### config.mk
export PLATFORM = sky130hd
export DESIGN_NAME = irq_select_top
export DESIGN_NICKNAME = d
export VERILOG_FILES = /design/src/rtl/irq_sel_pkg.sv /design/src/rtl/irq_csr_bank.sv /design/src/rtl/irq_arbiter.sv /design/src/rtl/irq_decision_reg.sv /design/src/rtl/irq_select_top.sv
export SDC_FILE = /design/constraint.sdc
export NUM_CORES = 1
export LEC_CHECK = 0
export BUFFER_PORTS_ARGS = -buffer_cell sky130_fd_sc_hd__clkbuf_2
export CAP_MARGIN = 20
export CORE_ASPECT_RATIO = 1.75
export CORE_MARGIN = 1
export CORE_UTILIZATION = 54
export DETAILED_ROUTE_END_ITERATION = 6
export PLACE_DENSITY = 0.88
export SYNTH_ARGS = -nofsm -noshare
export SYNTH_HDL_FRONTEND = slang
export SYNTH_HIERARCHICAL = 1
export SYNTH_SLANG_ARGS = --single-unit
### constraint.sdc
create_clock -name clk -period 3.6 [get_ports clk]
set_input_delay 0.36 -clock clk [delete_from_list [all_inputs] [get_ports clk]]
set_output_delay 0.36 -clock clk [all_outputs]
set_load 0.1 [all_outputs]
### src/rtl/irq_sel_pkg.sv
package irq_sel_pkg;
    localparam int XLEN    = 32;
    localparam int CAUSE_W = $clog2(XLEN);
    localparam logic [1:0] PRIV_MACH = 2'b11;

    typedef logic [XLEN-1:0] word_t;

    typedef enum logic {
        SEL_ENABLE  = 1'b0,
        SEL_PENDING = 1'b1
    } csr_sel_e;

    typedef struct packed {
        logic               req;
        logic [CAUSE_W-1:0] cause;
    } decision_t;

    function automatic logic [CAUSE_W-1:0] lowest_set(input word_t v);
        logic [CAUSE_W-1:0] idx;
        idx = '0;
        for (int i = XLEN - 1; i >= 0; i--) begin
            if (v[i]) idx = CAUSE_W'(i);
        end
        return idx;
    endfunction
endpackage

### src/rtl/irq_csr_bank.sv
module irq_csr_bank
    import irq_sel_pkg::*;
#(
    parameter word_t IMPL_MASK = 32'h0000_0888
) (
    input  logic  clk,
    input  logic  rst,
    input  logic  csr_wr_en,
    input  logic  csr_sel,
    input  word_t csr_wdata,
    input  word_t irq_lines,
    output word_t mie_q,
    output word_t mie_next,
    output word_t mip_q,
    output word_t mip_next,
    output logic  ie_write,
    output logic  pend_chg,
    output word_t csr_rdata
);
    csr_sel_e sel;
    assign sel      = csr_sel_e'(csr_sel);
    assign ie_write = csr_wr_en && (sel == SEL_ENABLE);
    assign mie_next = ie_write ? (csr_wdata & IMPL_MASK) : mie_q;
    assign mip_next = irq_lines & IMPL_MASK;
    assign pend_chg = (mip_next != mip_q);

    always_ff @(posedge clk) begin
        if (rst) begin
            mie_q <= '0;
            mip_q <= '0;
        end else begin
            mie_q <= mie_next;
            mip_q <= mip_next;
        end
    end

    always_comb begin
        unique case (sel)
            SEL_ENABLE:  csr_rdata = mie_q;
            SEL_PENDING: csr_rdata = mip_q;
            default:     csr_rdata = '0;
        endcase
    end
endmodule

### src/rtl/irq_arbiter.sv
module irq_arbiter
    import irq_sel_pkg::*;
(
    input  word_t      pending,
    input  word_t      enabled,
    input  logic       glob_mie,
    input  logic [1:0] priv_lvl,
    output decision_t  choice
);
    word_t cand;
    logic  gate;
    assign gate = (priv_lvl != PRIV_MACH) || glob_mie;
    assign cand = gate ? (pending & enabled) : '0;

    always_comb begin
        choice.req   = |cand;
        choice.cause = (|cand) ? lowest_set(cand) : '0;
    end
endmodule

### src/rtl/irq_decision_reg.sv
module irq_decision_reg
    import irq_sel_pkg::*;
(
    input  logic      clk,
    input  logic      rst,
    input  logic      reeval,
    input  logic      take_ack,
    input  decision_t choice,
    output decision_t held
);
    always_ff @(posedge clk) begin
        if (rst) begin
            held <= '0;
        end else if (take_ack) begin
            held <= '0;
        end else if (reeval) begin
            held <= choice;
        end
    end
endmodule

### src/rtl/irq_select_top.sv
module irq_select_top
    import irq_sel_pkg::*;
#(
    parameter word_t IMPL_MASK = 32'h0000_0888
) (
    input  logic               clk,
    input  logic               rst,
    input  logic               csr_wr_en,
    input  logic               csr_sel,
    input  logic [XLEN-1:0]    csr_wdata,
    output logic [XLEN-1:0]    csr_rdata,
    input  logic [XLEN-1:0]    irq_lines,
    input  logic               glob_mie,
    input  logic [1:0]         priv_lvl,
    input  logic               mstatus_wr,
    input  logic               mret_evt,
    input  logic               take_ack,
    output logic               irq_req,
    output logic [CAUSE_W-1:0] irq_cause
);
    word_t     mie_q, mie_next, mip_q, mip_next;
    logic      ie_write, pend_chg, reeval;
    decision_t choice, held;

    irq_csr_bank #(.IMPL_MASK(IMPL_MASK)) bank_i (
        .clk(clk), .rst(rst), .csr_wr_en(csr_wr_en), .csr_sel(csr_sel),
        .csr_wdata(csr_wdata), .irq_lines(irq_lines),
        .mie_q(mie_q), .mie_next(mie_next), .mip_q(mip_q), .mip_next(mip_next),
        .ie_write(ie_write), .pend_chg(pend_chg), .csr_rdata(csr_rdata)
    );

    irq_arbiter arb_i (
        .pending(mip_next), .enabled(mie_next), .glob_mie(glob_mie),
        .priv_lvl(priv_lvl), .choice(choice)
    );

    assign reeval = mstatus_wr || ie_write || mret_evt || pend_chg;

    irq_decision_reg dec_i (
        .clk(clk), .rst(rst), .reeval(reeval), .take_ack(take_ack),
        .choice(choice), .held(held)
    );

    assign irq_req   = held.req;
    assign irq_cause = held.cause;
endmodule

==> results of run 1 <==
## registers in the layout, summed over array words and instances (netlist names)
name / count
bank_i/mie_q: 32
bank_i/mip_q: 3
dec_i/held: 6
## power by group through the flow
stage / combinational (W) / clock, W / sequential [W]
3_3_place_gp: 0.000106 / 0 / 0.000471
6_report: 0.000109 / 0.000331 / 0.000460
3_5_place_dp: 0.000108 / 0 / 0.000471
5_1_grt: 0.000119 / 0.000352 / 0.000461
4_1_cts: 0.000108 / 0.000338 / 0.000460
2_1_floorplan: 0.000101 / 0 / 0.000480
## stage by stage
stage,setup slack [ps],total power (W),cells
CTS,1450,0.000906,403
floorplan,1340,0.000580,333
global placement,1160,0.000577,395
detailed placement,1130,0.000579,395
finish,1470,0.000900,403
global route,1300,0.000932,403
## how the worst min path moves through the flow
stage	startpoint	endpoint	depth (start not counted)	slack (ps)
6_report	irq_lines[11]	bank_i/mip_q[11]	2	340
5_1_grt	irq_lines[11]	bank_i/mip_q[11]	2	340
4_1_cts	irq_lines[11]	bank_i/mip_q[11]	2	340
3_5_place_dp	bank_i/mie_q[24]	bank_i/mie_q[24]	1	460
3_3_place_gp	bank_i/mie_q[6]	bank_i/mie_q[6]	1	450
2_1_floorplan	rst	bank_i/mie_q[11]	1	430
## layout make-up
class | instances | area [µm²] | area share [%]
timing repair buffer | 54 | 273 | 9.76
clock inverter | 1 | 5.00 | 0.179
inverter | 2 | 10.0 | 0.358
sequential | 41 | 821 | 29.4
multi-input combinational | 247 | 1530 | 54.6
tap | 51 | 63.8 | 2.28
clock buffer | 7 | 96.3 | 3.45
## layer usage
layer  wire (µm)  track usage, %  vias to the layer above
met5           0               0                        -
met4         167            12.4                        0
met3         168            3.90                       17
met2        2910            41.6                       55
met1        1920            22.4                      975
li1            -               -                     1064
==> impl_metrics.yaml, run 1 <==
timing:
  clock.fmax_ghz: 0.469
  fin_crit_sh_pct: 59.3
  fin_tns_setup_ps: 0
  setup_viol: 0
  maxSlewViolCount: 0
  whs_ps: 336
  rsz0062_at_grt: "false"
  slew_headroom_pct: 63.4
  finClkSkew_ps: 2.04
  hold_viol: 0
  fin_crit_ps: 2130
  worst_pin_slew_ps: 551
clock_network:
  path_clk_slew_ps: 80
  cts_tree: "yes"
  numCtsBuffers: 5
  cts-root-buf: "clkbuf_8"
  htreeDepth: 2
  clock-sinks: 41
  cts_hold_buf: 0
  post_cts_resized: 0
  post_cts_buffers: 0
  clkLatencyLatePin_ps: 290
  clock_path_buffers: 2
critical_path:
  rrSetupSlack_ps: 1720
  path_depth: 12
  end_kind: "flip-flop"
  cp_max_fo: 30
  endpoint: "dec_i/held[1]"
  slowest_stage: "a211o_1"
  required_ps: 3840
  critPathKind: "input port to flip-flop"
  worstPathCellList: "clkbuf_2 -> nand2b_4 -> inv_4 -> mux2_4 -> nand2_1 -> and2_1 -> a41oi_2 -> nor2_1 -> a211o_1 -> a31oi_1 -> mux2i_1 -> nor2_1"
  max_stage_delay_ps: 290
  path_delay_family: "compound AO/OA/AOI/OAI gates"
  reg2regPathDepth: 9
  cp-startpoint: "csr_sel"
  path_buf_inv: 2
  regToRegEndpoint: "dec_i/held[1]"
  worstPathArrival_ps: 2370
  path_common_cell: "nor2_1"
  start_kind: "input port"
  r2r-start: "bank_i/mie_q[11]"
power_and_ir_drop:
  powerDensity_nw_per_um2: 322
  sw_frac_of_total_pct: 26.3
  ir_drop_mv: 0.244
  p_seq_share_pct: 51.1
  pwr-share-comb_pct: 12.1
  leakage_nw: 1.36
  p_clk_share_pct: 36.8
  power.switching_w: 0.000237
  p_int_w: 0.000663
cells_and_area:
  fin_util_pct: 62.3
  final_cell_mix: "61 x and2_1, 53 x clkbuf_2, 41 x dfxtp_1"
  fillers: 429
  nets: 425
  stdcell_area_um2: 2790
  n_antenna_cell: 0
  area_growth_pct: 9.41
  final_common_cell: "and2_1"
  drive_gt1_share_pct: 21.3
floorplan:
  start_util_pct: 56.9
  io_pins: 112
  die_w_um: 54.0
  core_um2: 4480
  die-area_um2: 5020
  die_h_um: 93.0
  rows: 32
route:
  viasPerCell: 5.24
  drt-total-wl_mm: 5.17
  vias: 2111
  ant_nets: 0
  drc: 0
  drt_iter0_drc: 46
  first_pass_iters: 4
  routedWlPerCell_um: 12.8
placement:
  place_area_um2: 2690
  post-dp-hpwl_mm: 4.00
  port_buffers: 53
  place_congestion: 0.885
grt:
  first_global_vias: 1973
  track_usage_pct: 22.7
  grt_pass1_wl_mm: 8.40
  antenna_found_initial: 0
  grt_max_degree: 33
  overflow: 0
synthesis:
  avgSynthCellArea_um2: 8.37
  netlist_area_um2: 2550
  syn_inst: 305
  yosysWarnings: 6
outcome:
  status: "finished, final reports clean"
job:
  drv_cap: 0
hold_path:
  hp-class: "input port to flip-flop"
No activity file was read; power rests on OpenSTA's default activity.
==> inputs of run 2 (changes only) <==
--- a/config.mk
+++ b/config.mk
@@ -5,13 +5,14 @@
 export SDC_FILE = /design/constraint.sdc
 export NUM_CORES = 1
 export LEC_CHECK = 0
+export ABC_AREA = 1
 export BUFFER_PORTS_ARGS = -buffer_cell sky130_fd_sc_hd__clkbuf_2
 export CAP_MARGIN = 20
 export CORE_ASPECT_RATIO = 1.75
 export CORE_MARGIN = 1
-export CORE_UTILIZATION = 54
+export CORE_UTILIZATION = 51
 export DETAILED_ROUTE_END_ITERATION = 6
-export PLACE_DENSITY = 0.88
+export PLACE_DENSITY = 0.83
 export SYNTH_ARGS = -nofsm -noshare
 export SYNTH_HDL_FRONTEND = slang
 export SYNTH_HIERARCHICAL = 1
==> constraint.sdc (replaced) <==
create_clock -name clk -period 2 [get_ports clk]
set_input_delay 0.2 -clock clk [delete_from_list [all_inputs] [get_ports clk]]
set_output_delay 0.2 -clock clk [all_outputs]
set_load 0.1 [all_outputs]
==> run 2 against run 1 <==
Effect of this change:
- clock skew up 4.1 ps
- core utilization down 2.0 points
- clock power up 62%
- setup slack worse by 1100 ps
- first-iteration DRC count up 8.7%
- combinational power up 150%
- clock-buffer cell count unchanged
- design area up 7.3%
- critical path type is now flip-flop to flip-flop
- critical endpoint is now dec_i/held[3]
- register-to-register slack worse by 1400 ps
- sequential share of layout area down 2.0 points
- non-clock buffer count up 3
- final cell count up 26%
==> impl_metrics.yaml, run 2 <==
critical_path:
  cp_max_fo: 3
  regToRegEndpoint: "dec_i/held[3]"
  worstPathArrival_ps: 1870
  critPathKind: "flip-flop to flip-flop"
  reg2regPathDepth: 16
  path_depth: 16
  worstPathCellList: "inv_1 -> nand2_1 -> nand2_1 -> inv_1 -> nand3_1 -> nand2_1 -> nor2_1 -> nand2_1 -> inv_1 -> nand4_1 -> nand2_1 -> nor3_1 -> inv_1 -> nand2_1 -> nand2_1 -> nor2_1"
  end_kind: "flip-flop"
  path_buf_inv: 4
  start_kind: "flip-flop"
  slowest_stage: "dfxtp_1"
  max_stage_delay_ps: 310
  path_delay_family: "simple AND/OR/NAND/NOR gates"
  rrSetupSlack_ps: 350
  path_common_cell: "nand2_1"
  required_ps: 2220
  r2r-start: "bank_i/mie_q[11]"
clock_network:
  path_clk_slew_ps: 80
  cts_tree: "yes"
  clkLatencyLatePin_ps: 290
  clock-sinks: 41
  cts-root-buf: "clkbuf_8"
  cts_hold_buf: 0
  htreeDepth: 2
  post_cts_resized: 0
  numCtsBuffers: 5
  post_cts_buffers: 0
  clock_path_buffers: 2
route:
  vias: 2373
  first_pass_iters: 4
  routedWlPerCell_um: 9.83
  ant_nets: 0
  drc: 0
  viasPerCell: 4.68
  drt-total-wl_mm: 4.99
  drt_iter0_drc: 50
cells_and_area:
  reg_top3: "bank_i/mie_q (32), dec_i/held (6), bank_i/mip_q (3)"
  instances_no_fill: 507
  final_cell_mix: "83 x nand2_1, 65 x nor2_1, 55 x inv_1"
  final_common_cell: "nand2_1"
  multi_input_area_um2: 1400
  nets: 527
  area_growth_pct: 12.5
  largest_reg_flops: 32
  regMostFlops: "bank_i/mie_q"
  seq_area_um2: 821
  fillers: 496
  n_antenna_cell: 0
  drive_gt1_share_pct: 25.4
grt:
  antenna_found_initial: 0
  first_global_vias: 2239
  overflow: 0
  grt_pass1_wl_mm: 8.77
  grt_max_degree: 37
  track_usage_pct: 19.5
power_and_ir_drop:
  leakage_nw: 1.54
  ir_drop_mv: 0.468
  powerDensity_nw_per_um2: 547
  p_total_w: 0.00164
hold_path:
  whs_path_depth: 3
  hp-class: "input port to flip-flop"
  holdPathEnd: "bank_i/mip_q[3]"
  hold_path.startpoint: "irq_lines[3]"
floorplan:
  die_w_um: 56.6
  core_um2: 4980
  io_pins: 112
  start_util_pct: 53.5
  die-area_um2: 5530
  rows: 34
  die_h_um: 97.6
placement:
  post-dp-hpwl_mm: 3.79
  placed_cells: 500
  pre_cts_ws_ps: 245
  port_buffers: 53
  place_congestion: 0.854
timing:
  rsz0062_at_grt: "false"
  layout_setup_ws_ps: 353
  clock.fmax_ghz: 0.607
  fin_crit_sh_pct: 82.3
  slew_headroom_pct: 47.7
  fin_tns_setup_ps: 0
  whs_ps: 151
  maxSlewViolCount: 0
  setup_viol: 0
  finClkSkew_ps: 6.18
  worst_pin_slew_ps: 785
  fin_crit_ps: 1650
  hold_viol: 0
synthesis:
  syn_inst: 411
  yosysWarnings: 6
  avgSynthCellArea_um2: 6.48
  netlist_area_um2: 2670
job:
  drv_cap: 0
outcome:
  status: "finished, final reports clean"
==> run 2: worst max-delay path by stage <==
stage | startpoint | end | slack, ps
3_5_place_dp | glob_mie | dec_i/held[3] | 250
3_3_place_gp | glob_mie | dec_i/held[3] | 260
4_1_cts | bank_i/mie_q[11] | dec_i/held[3] | 350
6_report | bank_i/mie_q[11] | dec_i/held[3] | 350
2_1_floorplan | csr_sel | csr_rdata[11] | -670
5_1_grt | bank_i/mie_q[11] | dec_i/held[3] | 70
==> run 2: layer usage <==
| metal | up-vias | part of all wire [%] | track usage [%] |
|---|---|---|---|
| li1 | 1273 | - | - |
| met1 | 1038 | 40 | 20.1 |
| met2 | 48 | 53 | 36.0 |
| met3 | 14 | 3.4 | 3.33 |
| met4 | 0 | 3.0 | 10.1 |
| met5 | - | 0 | 0 |
==> run 2: stage by stage <==
stage | cell area [µm²] | utilization (%)
floorplan | 2820 | -
global placement | 2910 | 58.5
detailed placement | 2910 | 58.5
CTS | 3000 | 60.3
global route | 3000 | 60.3
finish | 3000 | 60.3
==> run 2: cell type report <==
type | instances | area share (%)
tap | 54 | 2.25
inverter | 57 | 7.22
clock buffer | 7 | 2.88
multi-input combinational | 291 | 46.6
sequential | 41 | 27.4
timing repair buffer | 57 | 13.7
==> run 2: where the power goes <==
part	leakage (nW)	internal (W)	switching (W)
clock	0.0443	0.000274	0.000263
sequential	0.332	0.000828	0.00000515
combinational	1.17	0.0000726	0.000198
total	1.54	0.00117	0.000465
==> run 2: worst register-to-register path: stages, from the launching register on <==
cell,delay (ps)
dfxtp_1,310
inv_1,50
nand2_1,60
nand2_1,60
inv_1,50
nand3_1,120
nand2_1,110
nor2_1,60
nand2_1,110
inv_1,50
nand4_1,90
nand2_1,90
nor3_1,170
inv_1,60
nand2_1,50
nand2_1,50
nor2_1,80
==> inputs of run 3 (changes only) <==
==> constraint.sdc (replaced) <==
create_clock -name clk -period 1.55 [get_ports clk]
set_input_delay 0.155 -clock clk [delete_from_list [all_inputs] [get_ports clk]]
set_output_delay 0.155 -clock clk [all_outputs]
set_load 0.1 [all_outputs]
==> run 3 against run 2 <==
Effect of this change:
- final cell count grew 4.7%
- highest routed layer unchanged
- the run now ends with setup timing left
- power grew 36%
- sequential power grew 30%
- register-to-register slack lost 520 ps
- core utilization grew 12 points
- via count grew 8.6%
- die area is the same
- flip-flop and latch count is the same
- wire length grew 25%
- clock skew grew 6.6 ps
- fmax shrank 4.3%
==> impl_metrics.yaml, run 3 (synthesized netlist as in run 2, its figures left out) <==
outcome:
  status: "complete, but fails checks"
  failed_checks: "setup timing"
power_and_ir_drop:
  sw_frac_of_total_pct: 31.0
  p_total_w: 0.00223
  pwr-share-comb_pct: 20.4
  power.switching_w: 0.000693
  leakage_nw: 1.75
  powerDensity_nw_per_um2: 622
  ir_drop_mv: 0.809
  p_seq_share_pct: 48.2
  p_int_w: 0.00154
  p_clk_share_pct: 31.4
cells_and_area:
  reg_top3: "bank_i/mie_q (32), dec_i/held (6), bank_i/mip_q (3)"
  largest_reg_flops: 32
  area_growth_pct: 34.7
  final_cell_mix: "76 x nand2_1, 74 x nor2_1, 50 x inv_1"
  n_antenna_cell: 0
  stdcell_area_um2: 3590
  drive_gt1_share_pct: 31.2
  final_common_cell: "nand2_1"
  regMostFlops: "bank_i/mie_q"
  instances_no_fill: 531
  nets: 550
  fillers: 361
hold_path:
  hp-class: "input port to flip-flop"
  hold_path.startpoint: "irq_lines[3]"
  holdPathEnd: "bank_i/mip_q[3]"
  whs_path_depth: 3
route:
  drt-total-wl_mm: 6.25
  first_pass_iters: 4
  vias: 2577
  routedWlPerCell_um: 11.8
  drc: 0
  viasPerCell: 4.85
  ant_nets: 0
  drt_iter0_drc: 60
critical_path:
  path_buf_inv: 10
  path_common_cell: "buf_4"
  r2r-start: "bank_i/mie_q[11]"
  path_delay_family: "buffers and inverters"
  start_kind: "flip-flop"
  end_kind: "flip-flop"
  max_stage_delay_ps: 340
  regToRegEndpoint: "bank_i/mie_q[11]"
  required_ps: 1790
  slowest_stage: "dfxtp_2"
  worstPathCellList: "inv_2 -> nand2_2 -> nand2_2 -> buf_4 -> buf_4 -> buf_4 -> buf_4 -> buf_4 -> buf_4 -> buf_4 -> buf_4 -> buf_4 -> nor2_2"
  reg2regPathDepth: 13
  cp_max_fo: 2
  rrSetupSlack_ps: -170
  critPathKind: "flip-flop to flip-flop"
  worstPathArrival_ps: 1960
clock_network:
  clkLatencyLatePin_ps: 300
  cts_tree: "yes"
  clock-sinks: 41
  path_clk_slew_ps: 90
  clock_path_buffers: 2
  numCtsBuffers: 5
  cts-root-buf: "clkbuf_8"
  htreeDepth: 2
floorplan:
  io_pins: 112
  start_util_pct: 53.5
  core_um2: 4980
  die_w_um: 56.6
  die_h_um: 97.6
  rows: 34
  die-area_um2: 5530
timing:
  slew_headroom_pct: 63.8
  clock.fmax_ghz: 0.581
  rsz0062_at_grt: "true"
  maxSlewViolCount: 0
  fin_tns_setup_ps: -518
  layout_setup_ws_ps: -171
  setup_viol: 6
  fin_crit_sh_pct: 111
  hold_viol: 0
  finClkSkew_ps: 12.8
  worst_pin_slew_ps: 546
  fin_crit_ps: 1720
placement:
  port_buffers: 53
  placed_cells: 509
  post-dp-hpwl_mm: 4.34
  place_area_um2: 3340
  place_congestion: 0.799
  pre_cts_ws_ps: -159
grt:
  overflow: 0
  track_usage_pct: 23.4
  antenna_found_initial: 0
  grt_max_degree: 36
  grt_pass1_wl_mm: 10.3
  first_global_vias: 2552
job:
  drv_cap: 0
-- run 3: how the worst max path moves through the flow --
stage | cells after the start | slack (ps) | from | endpoint
detailed placement | 18 | -160 | csr_sel | dec_i/held[3]
finish | 13 | -170 | bank_i/mie_q[11] | bank_i/mie_q[11]
global route | 20 | -280 | bank_i/mie_q[11] | dec_i/held[0]
floorplan | 3 | -390 | csr_sel | csr_rdata[10]
global placement | 18 | -90 | csr_sel | dec_i/held[3]
CTS | 20 | -60 | bank_i/mie_q[11] | dec_i/held[0]
-- run 3: worst reg2reg max path, stage by stage (launching register included) --
cell and delay [ps]:
dfxtp_2 340, inv_2 40, nand2_2 50, nand2_2 50, buf_4 130, buf_4 120, buf_4 120, buf_4 120
buf_4 120, buf_4 120, buf_4 120, buf_4 130, buf_4 120, nor2_2 70
-- run 3: through the flow --
stage | util, % | hold WS (ps)
6_report | 72.1 | 116
5_1_grt | 72.1 | 104
3_5_place_dp | 67.1 | 413
2_1_floorplan | - | 262
4_1_cts | 70.8 | 98.3
3_3_place_gp | 67.1 | 402
-- run 3: what timing repair did --
action / CTS / global route
endpoints found under the setup margin: 4 / 6
gates resized for setup: 9 / 13
setup buffers: 10 / 4
pin swaps: 6 / 7
hold buffers: 0 / 0
gates cloned: 0 / 0
-- run 3: layer usage --
| layer | GRT usage, % | part of all wire (%) | up-vias | wire length (µm) |
|---|---|---|---|---|
| met5 | 0 | 0 | - | 0 |
| met4 | 13.1 | 3.2 | 0 | 201 |
| met3 | 3.73 | 3.6 | 15 | 227 |
| met2 | 46.0 | 57 | 69 | 3580 |
| met1 | 21.3 | 36 | 1168 | 2250 |
| li1 | - | - | 1325 | - |
-- run 3: area by class of cell --
type | instances | area [µm²] | share of cell area, %
clock buffer | 5 | 68.8 | 1.92
multi-input combinational | 291 | 1440 | 40.0
tap | 54 | 67.6 | 1.88
inverter | 57 | 216 | 6.03
timing repair buffer | 80 | 961 | 26.8
sequential | 41 | 823 | 22.9
clock inverter | 3 | 17.5 | 0.488
-- run 3: power by group through the flow --
stage	logic [W]	registers (W)	clock network (W)
finish	0.000456	0.00108	0.000702
global placement	0.000368	0.00110	0
CTS	0.000421	0.00108	0.000712
detailed placement	0.000379	0.00110	0
floorplan	0.000295	0.00114	0
global route	0.000489	0.00108	0.000764
